[config.mk]
export PLATFORM = sky130hd
export DESIGN_NAME = trl_rate_limiter
export DESIGN_NICKNAME = d
export VERILOG_FILES = /design/src/rtl/trl_pkg.sv /design/src/rtl/trl_sync2.sv /design/src/rtl/trl_buf_model.sv /design/src/rtl/trl_credit_pool.sv /design/src/rtl/trl_sat_cnt.sv /design/src/rtl/trl_rate_limiter.sv
export SDC_FILE = /design/constraint.sdc
export NUM_CORES = 1
export LEC_CHECK = 0
export BUFFER_PORTS_ARGS = -buffer_cell sky130_fd_sc_hd__buf_4
export CAP_MARGIN = 40
export CORE_UTILIZATION = 55
export DETAILED_ROUTE_END_ITERATION = 12
export GPL_TIMING_DRIVEN = 0
export PLACE_DENSITY_LB_ADDON = 0.15
export SLEW_MARGIN = 25
export SYNTH_ARGS = -nofsm -noshare
export SYNTH_HDL_FRONTEND = slang
export SYNTH_SLANG_ARGS = --single-unit
[constraint.sdc]
create_clock -name clk -period 7.65 [get_ports clk]
set_input_delay 1.1475 -clock clk [delete_from_list [all_inputs] [get_ports clk]]
set_output_delay 1.1475 -clock clk [all_outputs]
set_load 0.05 [all_outputs]
[src/rtl/trl_pkg.sv]
// Package: shared types for the trigger rate limiter.
// Assumes: nothing beyond IEEE 1800-2017.
package trl_pkg;

    // Cause of a veto; VETO_NONE means the accept may pass.
    typedef enum logic [1:0] {
        VETO_NONE = 2'd0,
        VETO_THR  = 2'd1,
        VETO_CRED = 2'd2,
        VETO_BUF  = 2'd3
    } veto_e;

    // Index of each cause in the reject counter array.
    localparam int unsigned IDX_BUF  = 0;
    localparam int unsigned IDX_THR  = 1;
    localparam int unsigned IDX_CRED = 2;
    localparam int unsigned N_CAUSES = 3;

endpackage

[src/rtl/trl_sync2.sv]
// Module: two-flop synchroniser for a single level.
// Does: brings an asynchronous level into the clock domain.
// Assumes: the input is a slow level (held for several cycles);
// the output reads 0 during reset.
module trl_sync2 (
    input  logic clk,
    input  logic rst_n,
    input  logic d_i,
    output logic q_o
);

    logic meta_q;
    logic stable_q;

    // Shift the level through two stages.
    always_ff @(posedge clk) begin
        if (!rst_n) begin
            meta_q   <= 1'b0;
            stable_q <= 1'b0;
        end else begin
            meta_q   <= d_i;
            stable_q <= meta_q;
        end
    end

    assign q_o = stable_q;

endmodule

[src/rtl/trl_buf_model.sv]
// Module: synchronous model of the remote front-end derandomizer.
// Does: counts how many events are queued at the front end and
// removes one every DRAIN cycles while it is not empty.
// Assumes: push_i is only raised when full_o is low; a drain on the
// same edge as a push leaves the occupancy unchanged.
module trl_buf_model #(
    parameter int unsigned DEPTH = 16,
    parameter int unsigned DRAIN = 36,
    localparam int unsigned OCC_W = $clog2(DEPTH + 1),
    localparam int unsigned DRN_W = (DRAIN > 1) ? $clog2(DRAIN) : 1
) (
    input  logic             clk,
    input  logic             rst_n,
    input  logic             push_i,
    output logic             full_o,
    output logic [OCC_W-1:0] occ_o
);

    localparam logic [OCC_W-1:0] OCC_MAX  = OCC_W'(DEPTH);
    localparam logic [DRN_W-1:0] DRN_LAST = DRN_W'(DRAIN - 1);

    logic [OCC_W-1:0] occ_q;
    logic [DRN_W-1:0] drn_q;
    logic             busy;
    logic             drain;

    assign busy  = (occ_q != '0);
    assign drain = busy && (drn_q == DRN_LAST);

    // Drain timer: runs only while events are queued.
    always_ff @(posedge clk) begin
        if (!rst_n) begin
            drn_q <= '0;
        end else if (!busy || drain) begin
            drn_q <= '0;
        end else begin
            drn_q <= drn_q + 1'b1;
        end
    end

    // Occupancy: one up per push, one down per drain.
    always_ff @(posedge clk) begin
        if (!rst_n) begin
            occ_q <= '0;
        end else begin
            case ({push_i, drain})
                2'b10:   occ_q <= occ_q + 1'b1;
                2'b01:   occ_q <= occ_q - 1'b1;
                default: occ_q <= occ_q;
            endcase
        end
    end

    assign full_o = (occ_q == OCC_MAX);
    assign occ_o  = occ_q;

endmodule

[src/rtl/trl_credit_pool.sv]
// Module: pool of farm readiness credits with a packing count.
// Does: adds one credit per request, removes one on every N-th
// forwarded accept, and saturates at the top of its range.
// Assumes: fwd_i is only raised while empty_o is low; pack_i == 0
// is treated as 1.
module trl_credit_pool #(
    parameter int unsigned CREDIT_W = 8,
    parameter int unsigned PACK_W   = 4
) (
    input  logic                clk,
    input  logic                rst_n,
    input  logic                req_i,
    input  logic                fwd_i,
    input  logic [PACK_W-1:0]   pack_i,
    output logic                empty_o,
    output logic [CREDIT_W-1:0] credits_o
);

    localparam logic [CREDIT_W-1:0] CRED_MAX = '1;

    logic [CREDIT_W-1:0] cred_q;
    logic [PACK_W-1:0]   pcnt_q;
    logic [PACK_W-1:0]   pack_last;
    logic                consume;

    // Last packing index; a factor of 0 behaves like 1.
    assign pack_last = (pack_i == '0) ? '0 : (pack_i - 1'b1);
    assign consume   = fwd_i && (pcnt_q >= pack_last);

    // Packing count: forwarded accepts since the last credit removal.
    always_ff @(posedge clk) begin
        if (!rst_n) begin
            pcnt_q <= '0;
        end else if (consume) begin
            pcnt_q <= '0;
        end else if (fwd_i) begin
            pcnt_q <= pcnt_q + 1'b1;
        end
    end

    // Credit level: requests add, removals subtract, top saturates.
    always_ff @(posedge clk) begin
        if (!rst_n) begin
            cred_q <= '0;
        end else begin
            case ({req_i, consume})
                2'b10:   cred_q <= (cred_q == CRED_MAX) ? cred_q : cred_q + 1'b1;
                2'b01:   cred_q <= cred_q - 1'b1;
                default: cred_q <= cred_q;
            endcase
        end
    end

    assign empty_o   = (cred_q == '0);
    assign credits_o = cred_q;

endmodule

[src/rtl/trl_sat_cnt.sv]
// Module: saturating event counter.
// Does: counts inc_i pulses and stops at all ones.
// Assumes: cleared only by the synchronous reset.
module trl_sat_cnt #(
    parameter int unsigned W = 16
) (
    input  logic         clk,
    input  logic         rst_n,
    input  logic         inc_i,
    output logic [W-1:0] cnt_o
);

    logic [W-1:0] cnt_q;

    // Count up until the ceiling is reached.
    always_ff @(posedge clk) begin
        if (!rst_n) begin
            cnt_q <= '0;
        end else if (inc_i && (cnt_q != '1)) begin
            cnt_q <= cnt_q + 1'b1;
        end
    end

    assign cnt_o = cnt_q;

endmodule

[src/rtl/trl_rate_limiter.sv]
// Module: trigger rate limiter (top).
// Does: filters the raw first-level accept. Throttle, empty credit
// pool and full buffer model each veto it, in that priority order.
// Each rejected accept is charged to one cause counter.
// Assumes: one clock (bunch crossing); synchronous active-low
// reset; throttle_async_i is asynchronous, the other inputs are
// synchronous.
module trl_rate_limiter #(
    parameter int unsigned BUF_DEPTH    = 16,
    parameter int unsigned DRAIN_CYCLES = 36,
    parameter int unsigned CREDIT_W     = 8,
    parameter int unsigned PACK_W       = 4,
    parameter int unsigned CNT_W        = 16
) (
    input  logic              clk,
    input  logic              rst_n,
    input  logic              l0_accept_i,
    input  logic              throttle_async_i,
    input  logic              credit_req_i,
    input  logic [PACK_W-1:0] pack_factor_i,
    output logic              accept_o,
    output logic [CNT_W-1:0]  rej_buf_cnt_o,
    output logic [CNT_W-1:0]  rej_thr_cnt_o,
    output logic [CNT_W-1:0]  rej_cred_cnt_o
);

    import trl_pkg::*;

    localparam int unsigned OCC_W = $clog2(BUF_DEPTH + 1);

    logic                thr_sync;
    logic                buf_full;
    logic                cred_empty;
    logic [OCC_W-1:0]    occ;
    logic [CREDIT_W-1:0] credits;
    veto_e               veto;
    logic                fwd;
    logic                accept_q;
    logic [N_CAUSES-1:0] hit;
    logic [CNT_W-1:0]    rej_cnt [N_CAUSES];

    trl_sync2 u_sync (
        .clk   (clk),
        .rst_n (rst_n),
        .d_i   (throttle_async_i),
        .q_o   (thr_sync)
    );

    trl_buf_model #(
        .DEPTH (BUF_DEPTH),
        .DRAIN (DRAIN_CYCLES)
    ) u_buf (
        .clk    (clk),
        .rst_n  (rst_n),
        .push_i (fwd),
        .full_o (buf_full),
        .occ_o  (occ)
    );

    trl_credit_pool #(
        .CREDIT_W (CREDIT_W),
        .PACK_W   (PACK_W)
    ) u_cred (
        .clk       (clk),
        .rst_n     (rst_n),
        .req_i     (credit_req_i),
        .fwd_i     (fwd),
        .pack_i    (pack_factor_i),
        .empty_o   (cred_empty),
        .credits_o (credits)
    );

    // Pick the highest-priority veto cause for this accept.
    always_comb begin
        if (!l0_accept_i) begin
            veto = VETO_NONE;
        end else if (thr_sync) begin
            veto = VETO_THR;
        end else if (cred_empty) begin
            veto = VETO_CRED;
        end else if (buf_full) begin
            veto = VETO_BUF;
        end else begin
            veto = VETO_NONE;
        end
    end

    assign fwd = l0_accept_i && (veto == VETO_NONE);

    // Register the filtered accept towards the front end.
    always_ff @(posedge clk) begin
        if (!rst_n) begin
            accept_q <= 1'b0;
        end else begin
            accept_q <= fwd;
        end
    end

    assign accept_o = accept_q;

    // Map the veto cause onto one counter strobe.
    always_comb begin
        hit           = '0;
        hit[IDX_BUF]  = (veto == VETO_BUF);
        hit[IDX_THR]  = (veto == VETO_THR);
        hit[IDX_CRED] = (veto == VETO_CRED);
    end

    for (genvar g = 0; g < N_CAUSES; g++) begin : g_rej
        trl_sat_cnt #(
            .W (CNT_W)
        ) u_cnt (
            .clk   (clk),
            .rst_n (rst_n),
            .inc_i (hit[g]),
            .cnt_o (rej_cnt[g])
        );
    end

    assign rej_buf_cnt_o  = rej_cnt[IDX_BUF];
    assign rej_thr_cnt_o  = rej_cnt[IDX_THR];
    assign rej_cred_cnt_o = rej_cnt[IDX_CRED];

endmodule

**Word level (Yosys, flattened, before mapping)**

Index checks and enable logic that the tools add are counted.

- Register bits after elaboration: 74
- Latch bits: 0
- Bits in writable memories: 0
- ROM bits: 0
- Input port bits: 9
- Output and inout port bits: 49
- Word-level logic and storage cells: 61
- Memories: 0

- Add/sub/neg operators: 10
- Multipliers: 0
- Divide/modulo/power cells: 0
- $lt $le $gt $ge: 1
- Eq/ne operators: 14
- Shifts and indexed selects: 0
- Multiplexer cells: 8
- Bitwise gates (word level): 1
- Reductions and logical operators: 17

Operator list:

| cell | number |
|---|---|
| $add A16 B1 Y16 const B | 3 |
| $ne A16 B16 Y1 const B | 3 |
| $pmux W8 S2 | 1 |
| $pmux W5 S2 | 1 |
| $add A8 B1 Y8 const B | 1 |
| $eq A2 B2 Y1 const B | 4 |
| $eq A8 B8 Y1 const B | 1 |
| $logic_not A8 Y1 | 1 |
| $mux W2 | 4 |
| $mux W8 | 1 |
| $sub A8 B1 Y8 const B | 1 |
| $add A6 B1 Y6 const B | 1 |
| $eq A2 B1 Y1 const B | 3 |
| $eq A6 B6 Y1 const B | 1 |
| $logic_and A1 B1 Y1 | 6 |
| $add A5 B1 Y5 const B | 1 |
| $eq A5 B5 Y1 const B | 1 |
| $reduce_bool A5 Y1 | 1 |
| $sub A5 B1 Y5 const B | 1 |
| $add A4 B1 Y4 const B | 1 |
| $ge A4 B4 Y1 | 1 |
| $logic_not A4 Y1 | 1 |
| $mux W4 | 1 |
| $reduce_bool A2 Y1 | 2 |
| other kinds (8) | 9 |

**Longest topological paths before layout**

- Depth after elaboration: 11
- Gate-level depth with buffers: 15
- Gate-level depth less buffers: 15

**Hierarchy**

Synthesis repeated with hierarchy kept, for this count alone.

- Cell total of the unflattened synthesis: 493
- Area, all modules: 4290.4 um^2

Modules (own cells, without submodules):

| module | instances | cells each | area each (um^2) | sequential area each (um^2) |
|---|---|---|---|---|
| trl_sat_cnt | 3 | 97 | 837.1 | 320.3 |
| trl_credit_pool | 1 | 110 | 969.7 | 240.2 |
| trl_buf_model | 1 | 80 | 671.9 | 220.2 |
| trl_rate_limiter | 1 | 8 | 85.1 | 20.0 |
| trl_sync2 | 1 | 4 | 52.6 | 40.0 |

**Least setup slack after synthesis**

Ideal clock, no wire load.

- Path kind: in2reg
- Start point: input port pack_factor_i[1]
- End point: register u_cred.cred_q[6], in the netlist u_cred.credits_o[6]
- Arrival time: 4.094 ns
- Data required time: 7.534 ns
- Path slack: 3.440 ns
- Stages: 15
- Cells stage by stage: nor2_1 nand2_1 mux2_2 ha_1 o21ai_0 a21oi_1 nand3_1 inv_1 ha_1 nor2b_1 o31a_1 o21ai_0 a21o_1 a221oi_1 a41o_1

- Word-level cells in the longest chain between the ends: 7

RTL lines:

| item | RTL line | RTL |
|---|---|---|
| start: declaration | trl_rate_limiter.sv:20 | `input logic [PACK_W-1:0] pack_factor_i,` |
| $sub A4 B1 Y4 / $logic_not A4 Y1 (equally long branches) | trl_credit_pool.sv:27 | `assign pack_last = (pack_i == '0) ? '0 : (pack_i - 1'b1);` |
| $mux W4 * | trl_credit_pool.sv:27 |  |
| $ge A4 B4 Y1 * | trl_credit_pool.sv:28 | `assign consume = fwd_i && (pcnt_q >= pack_last);` |
| $logic_and A1 B1 Y1 * | trl_credit_pool.sv:28 |  |
| $eq A2 B2 Y1 / $eq A2 B1 Y1 (equally long branches) | trl_credit_pool.sv:46 | `case ({req_i, consume})` |
| $ne A2 B2 Y1 (no source line) / $reduce_bool A2 Y1 (equally long branches) | n/a |  |
| $reduce_and A2 Y1 (no source line) | n/a |  |
| end signal: assignment | trl_credit_pool.sv:47 | `2'b10: cred_q <= (cred_q == CRED_MAX) ? cred_q : cred_q + 1'b1;` |
| end signal: assignment | trl_credit_pool.sv:48 | `2'b01: cred_q <= cred_q - 1'b1;` |
| end signal: assignment | trl_credit_pool.sv:49 | `default: cred_q <= cred_q;` |
| end: declaration | trl_credit_pool.sv:21 | `logic [CREDIT_W-1:0] cred_q;` |

Every way passes the cells marked *; elsewhere a longest branch is shown, timed or not.
A chain may end at the register's enable or synchronous reset.

**Worst setup path in the final report**

- Start point: input port pack_factor_i[1]
- End point: register u_cred.cred_q[7], in the netlist u_cred.credits_o[7]

The elaborated chain is that of the path after synthesis.

==> flow_summary.yaml <==
route:
  postRouteWirelength_mm: 8.17
  detail_route.wl_per_cell_um: 13.9
  drt_first_pass_iters: 7
  routed_via_density: 5.62
  initialDrtViolationCount: 148
  antenna_left: 0
  routed-via-count: 3317
  remaining_drc_errors: 0
clock_network:
  h-tree-depth: 3
  cts_hold_repair.buffers: 0
  cts.clk_slew.worst_paths_ps: 70
  cts-root-to-sink-buffers: 2
  tritoncts.num_buffers: 9
  cts_num_sinks: 74
  clock-root-buffer: "sky130_fd_sc_hd__clkbuf_8"
  clock_latency_ps: 340
  post_cts_buffers: 0
  tritoncts: "done"
  post_cts_resized: 0
sta:
  final_clock_period_utilization_by_the_worst_path_pct: 61.4
  report.final.slew_viol_count: 0
  whs_ps: 445
  timing_worst_slew_pin_value_ps: 642
  maxSlewHeadroom_pct: 56.8
  achievable-frequency_ghz: 0.213
  finalHoldViolCount: 0
  timing.final.setup_violations: 0
  skew_ps: 9.22
  post-route-min-period_ps: 4700
  setup_total_negative_slack_ps: 0
  grt_setup_unrepaired: "no"
synth:
  postSynthRegisterBits: 74
  synth_top_family_by_area: "simple AND/OR/NAND/NOR gates"
  compound_gate_portion_of_the_synthesized_area_pct: 11.3
  postSynthNetCount: 470
  ys_top_cells_by_area: "sky130_fd_sc_hd__dfxtp_1, sky130_fd_sc_hd__ha_1, sky130_fd_sc_hd__xor2_1"
  syn_inst_count: 440
  asyncSetResetFlopFracSynth_pct: 0
  synth.yosys.seq_area_share_pct: 39.4
  synth_xor_xnor_area_share_pct: 11.2
  synth_common_cells: "sky130_fd_sc_hd__dfxtp_1, sky130_fd_sc_hd__nor2_1, sky130_fd_sc_hd__nand3_1"
  synth_top_area_share_pct: 39.4
  synth.area.mux_share_pct: 1.10
  synth_adder_area_share_pct: 7.40
  synth_top_flop_cell: "sky130_fd_sc_hd__dfxtp_1"
  yosysTopAreaCell: "sky130_fd_sc_hd__dfxtp_1"
  area_of_the_mapped_netlist_um2: 3760
  yosys_warnings: 0
  synthDistinctLibCells: 48
  synth.avg_cell_area_um2: 8.54
  simple_gate_share_of_the_synthesized_area_pct: 26.6
  synthMostInstantiatedCell: "sky130_fd_sc_hd__dfxtp_1"
  synth-edff-count: 0
die:
  die-area_um2: 7160
  initial_utilization_pct: 58.2
  core_ar_um2: 6460
  floorplan.die.height_um: 84.6
  placement_rows: 29
  floorplan.die.width_um: 84.6
  io-pin-count: 58
cells_and_area:
  final_layout_size_suffix_gt1_share_pct: 15.8
  seq_area_um2: 1480
  number_of_antenna_cells_inserted: 0
  multi_input_comb_area_um2: 2160
  final.fill_count: 543
  syn_to_final_growth_pct: 20.0
  layout.nets: 538
critical_path:
  crit_buf_inv: 2
  cp-end-kind: "register"
  critical_path_s_largest_stage_delay_ps: 430
  crit_path_kind: "primary input to register"
  timing.critical_path.max_delay_family: "compound AO/OA/AOI/OAI gates"
  crit_slowest_cell: "sky130_fd_sc_hd__inv_1"
  critical_path_required_ps: 7910
  worst-endpoint-arrival_ps: 4950
  critical_path.startpoint_type: "primary input"
  worstPathMaxFanout: 13
  crit_chain: "buf_4 -> nor2_1 -> nand2_1 -> mux2_2 -> ha_1 -> o21ai_0 -> a21oi_1 -> nand3_1 -> inv_1 -> ha_1 -> a21oi_1 -> o211ai_1 -> o41ai_1 -> nand4_1 -> nand3_1 -> nor3b_1"
hold_path:
  timing.hold.worst.class: "register to register"
global_route:
  global_route_wire_length_before_repair_mm: 13.7
  track_usage_pct: 23.6
  grt_overflow: 0
  initial_antenna_violation_count: 0
  vias_in_the_first_global_route: 3080
  grt_max_degree: 14
power:
  worst_ir_drop_vdd_uv: 108
  power-per-cell-area_nw_per_um2: 180
  p_leak_nw: 1.81
run_status:
  run_status: "complete, no violations"
placement:
  placement.io_buffers: 57
  gp_congestion: 0.862
  post-dp-hpwl_mm: 6.04
flow_run:
  maxCapViolCount: 0
[layer usage]
layer,vias up,track usage (%),part of all wire [%]
met2,67,42.5,49
met4,0,8.17,1.1
met5,-,0,0
met3,10,4.03,4.2
li1,1692,-,-
met1,1548,28.5,45
[stage by stage]
step | total power [mW] | util, % | setup slack [ps] | cell area, um^2 | cells
after detailed placement | 0.481 | 66.3 | 2690 | 4280 | 574
after floorplan | 0.460 | - | 3440 | 3760 | 440
final | 0.812 | 69.8 | 2950 | 4510 | 590
after global routing | 0.843 | 69.8 | 2620 | 4510 | 590
after CTS | 0.816 | 69.8 | 2940 | 4510 | 590
after global placement | 0.479 | 66.3 | 2820 | 4280 | 574
[area by class of cell]
cell class | instances | area share (%)
tap | 77 | 2.14
sequential | 74 | 32.9
clock inverter | 6 | 1.97
timing repair buffer | 57 | 9.49
multi-input combinational | 337 | 48.0
inverter | 18 | 1.50
clock buffer | 10 | 3.05
buffer | 11 | 0.972
[path summary, 6_finish.rpt]
kind                            slack, ps  depth (start not counted)             start                  end
worst max-delay path                 2950                         16  pack_factor_i[1]  u_cred.credits_o[7]
worst min-delay path                  450                          1    u_buf.drn_q[0]       u_buf.drn_q[0]
worst max register to register       3820                         14  u_cred.pcnt_q[0]  u_cred.credits_o[7]
worst min register to register        450                          1    u_buf.drn_q[0]       u_buf.drn_q[0]
[flip-flops by register name (all words and copies together) (netlist names)]
| name | count |
|---|---|
| u_buf.occ_o | 5 |
| accept_o | 1 |
| u_cred.pcnt_q | 4 |
| g_rej.u_cnt.cnt_o | 48 |
| u_cred.credits_o | 8 |
| u_sync.q_o | 1 |
| u_sync.meta_q | 1 |
| u_buf.drn_q | 6 |
[cell families (layout without fill, tap and decap cells)]
| logic type | Yosys count | count (layout) |
|---|---|---|
| flip-flops | 74 | 74 |
| buffers and inverters | 29 | 102 |
| multiplexers | 4 | 4 |
| XOR/XNOR | 48 | 48 |
| AND/OR/NAND/NOR | 197 | 197 |
| adder cells (fa/ha/maj) | 21 | 21 |
| AO/OA/AOI/OAI | 67 | 67 |
[power by group]
group	switching, mW	leakage (nW)	internal (mW)
Clock	0.147	0.109	0.193
Combinational	0.0444	1.11	0.0268
Sequential	0.00915	0.598	0.392
[cells in the final DEF (no fill, tap or decap), types with 2 or more instances in the layout]
cell type	count
sky130_fd_sc_hd__dfxtp_1	74
sky130_fd_sc_hd__nor2_1	58
sky130_fd_sc_hd__buf_4	57
sky130_fd_sc_hd__nand3_1	28
sky130_fd_sc_hd__nand2_1	27
sky130_fd_sc_hd__xor2_1	27
sky130_fd_sc_hd__a21oi_1	25
sky130_fd_sc_hd__nand4_1	21
sky130_fd_sc_hd__xnor2_1	21
sky130_fd_sc_hd__o21ai_0	20
sky130_fd_sc_hd__ha_1	19
sky130_fd_sc_hd__inv_1	17
sky130_fd_sc_hd__and3_1	13
sky130_fd_sc_hd__nor3_1	11
sky130_fd_sc_hd__or3_1	11
sky130_fd_sc_hd__and2_1	11
sky130_fd_sc_hd__clkbuf_8	10
sky130_fd_sc_hd__clkbuf_1	9
sky130_fd_sc_hd__nor4_1	5
sky130_fd_sc_hd__nor2b_1	4
sky130_fd_sc_hd__or4_1	3
sky130_fd_sc_hd__mux2i_1	3
sky130_fd_sc_hd__a21o_1	3
sky130_fd_sc_hd__o21a_1	2
sky130_fd_sc_hd__buf_2	2
sky130_fd_sc_hd__fa_1	2
sky130_fd_sc_hd__clkinvlp_4	2
sky130_fd_sc_hd__bufinv_16	2
Power figures use the tool's default switching activity.
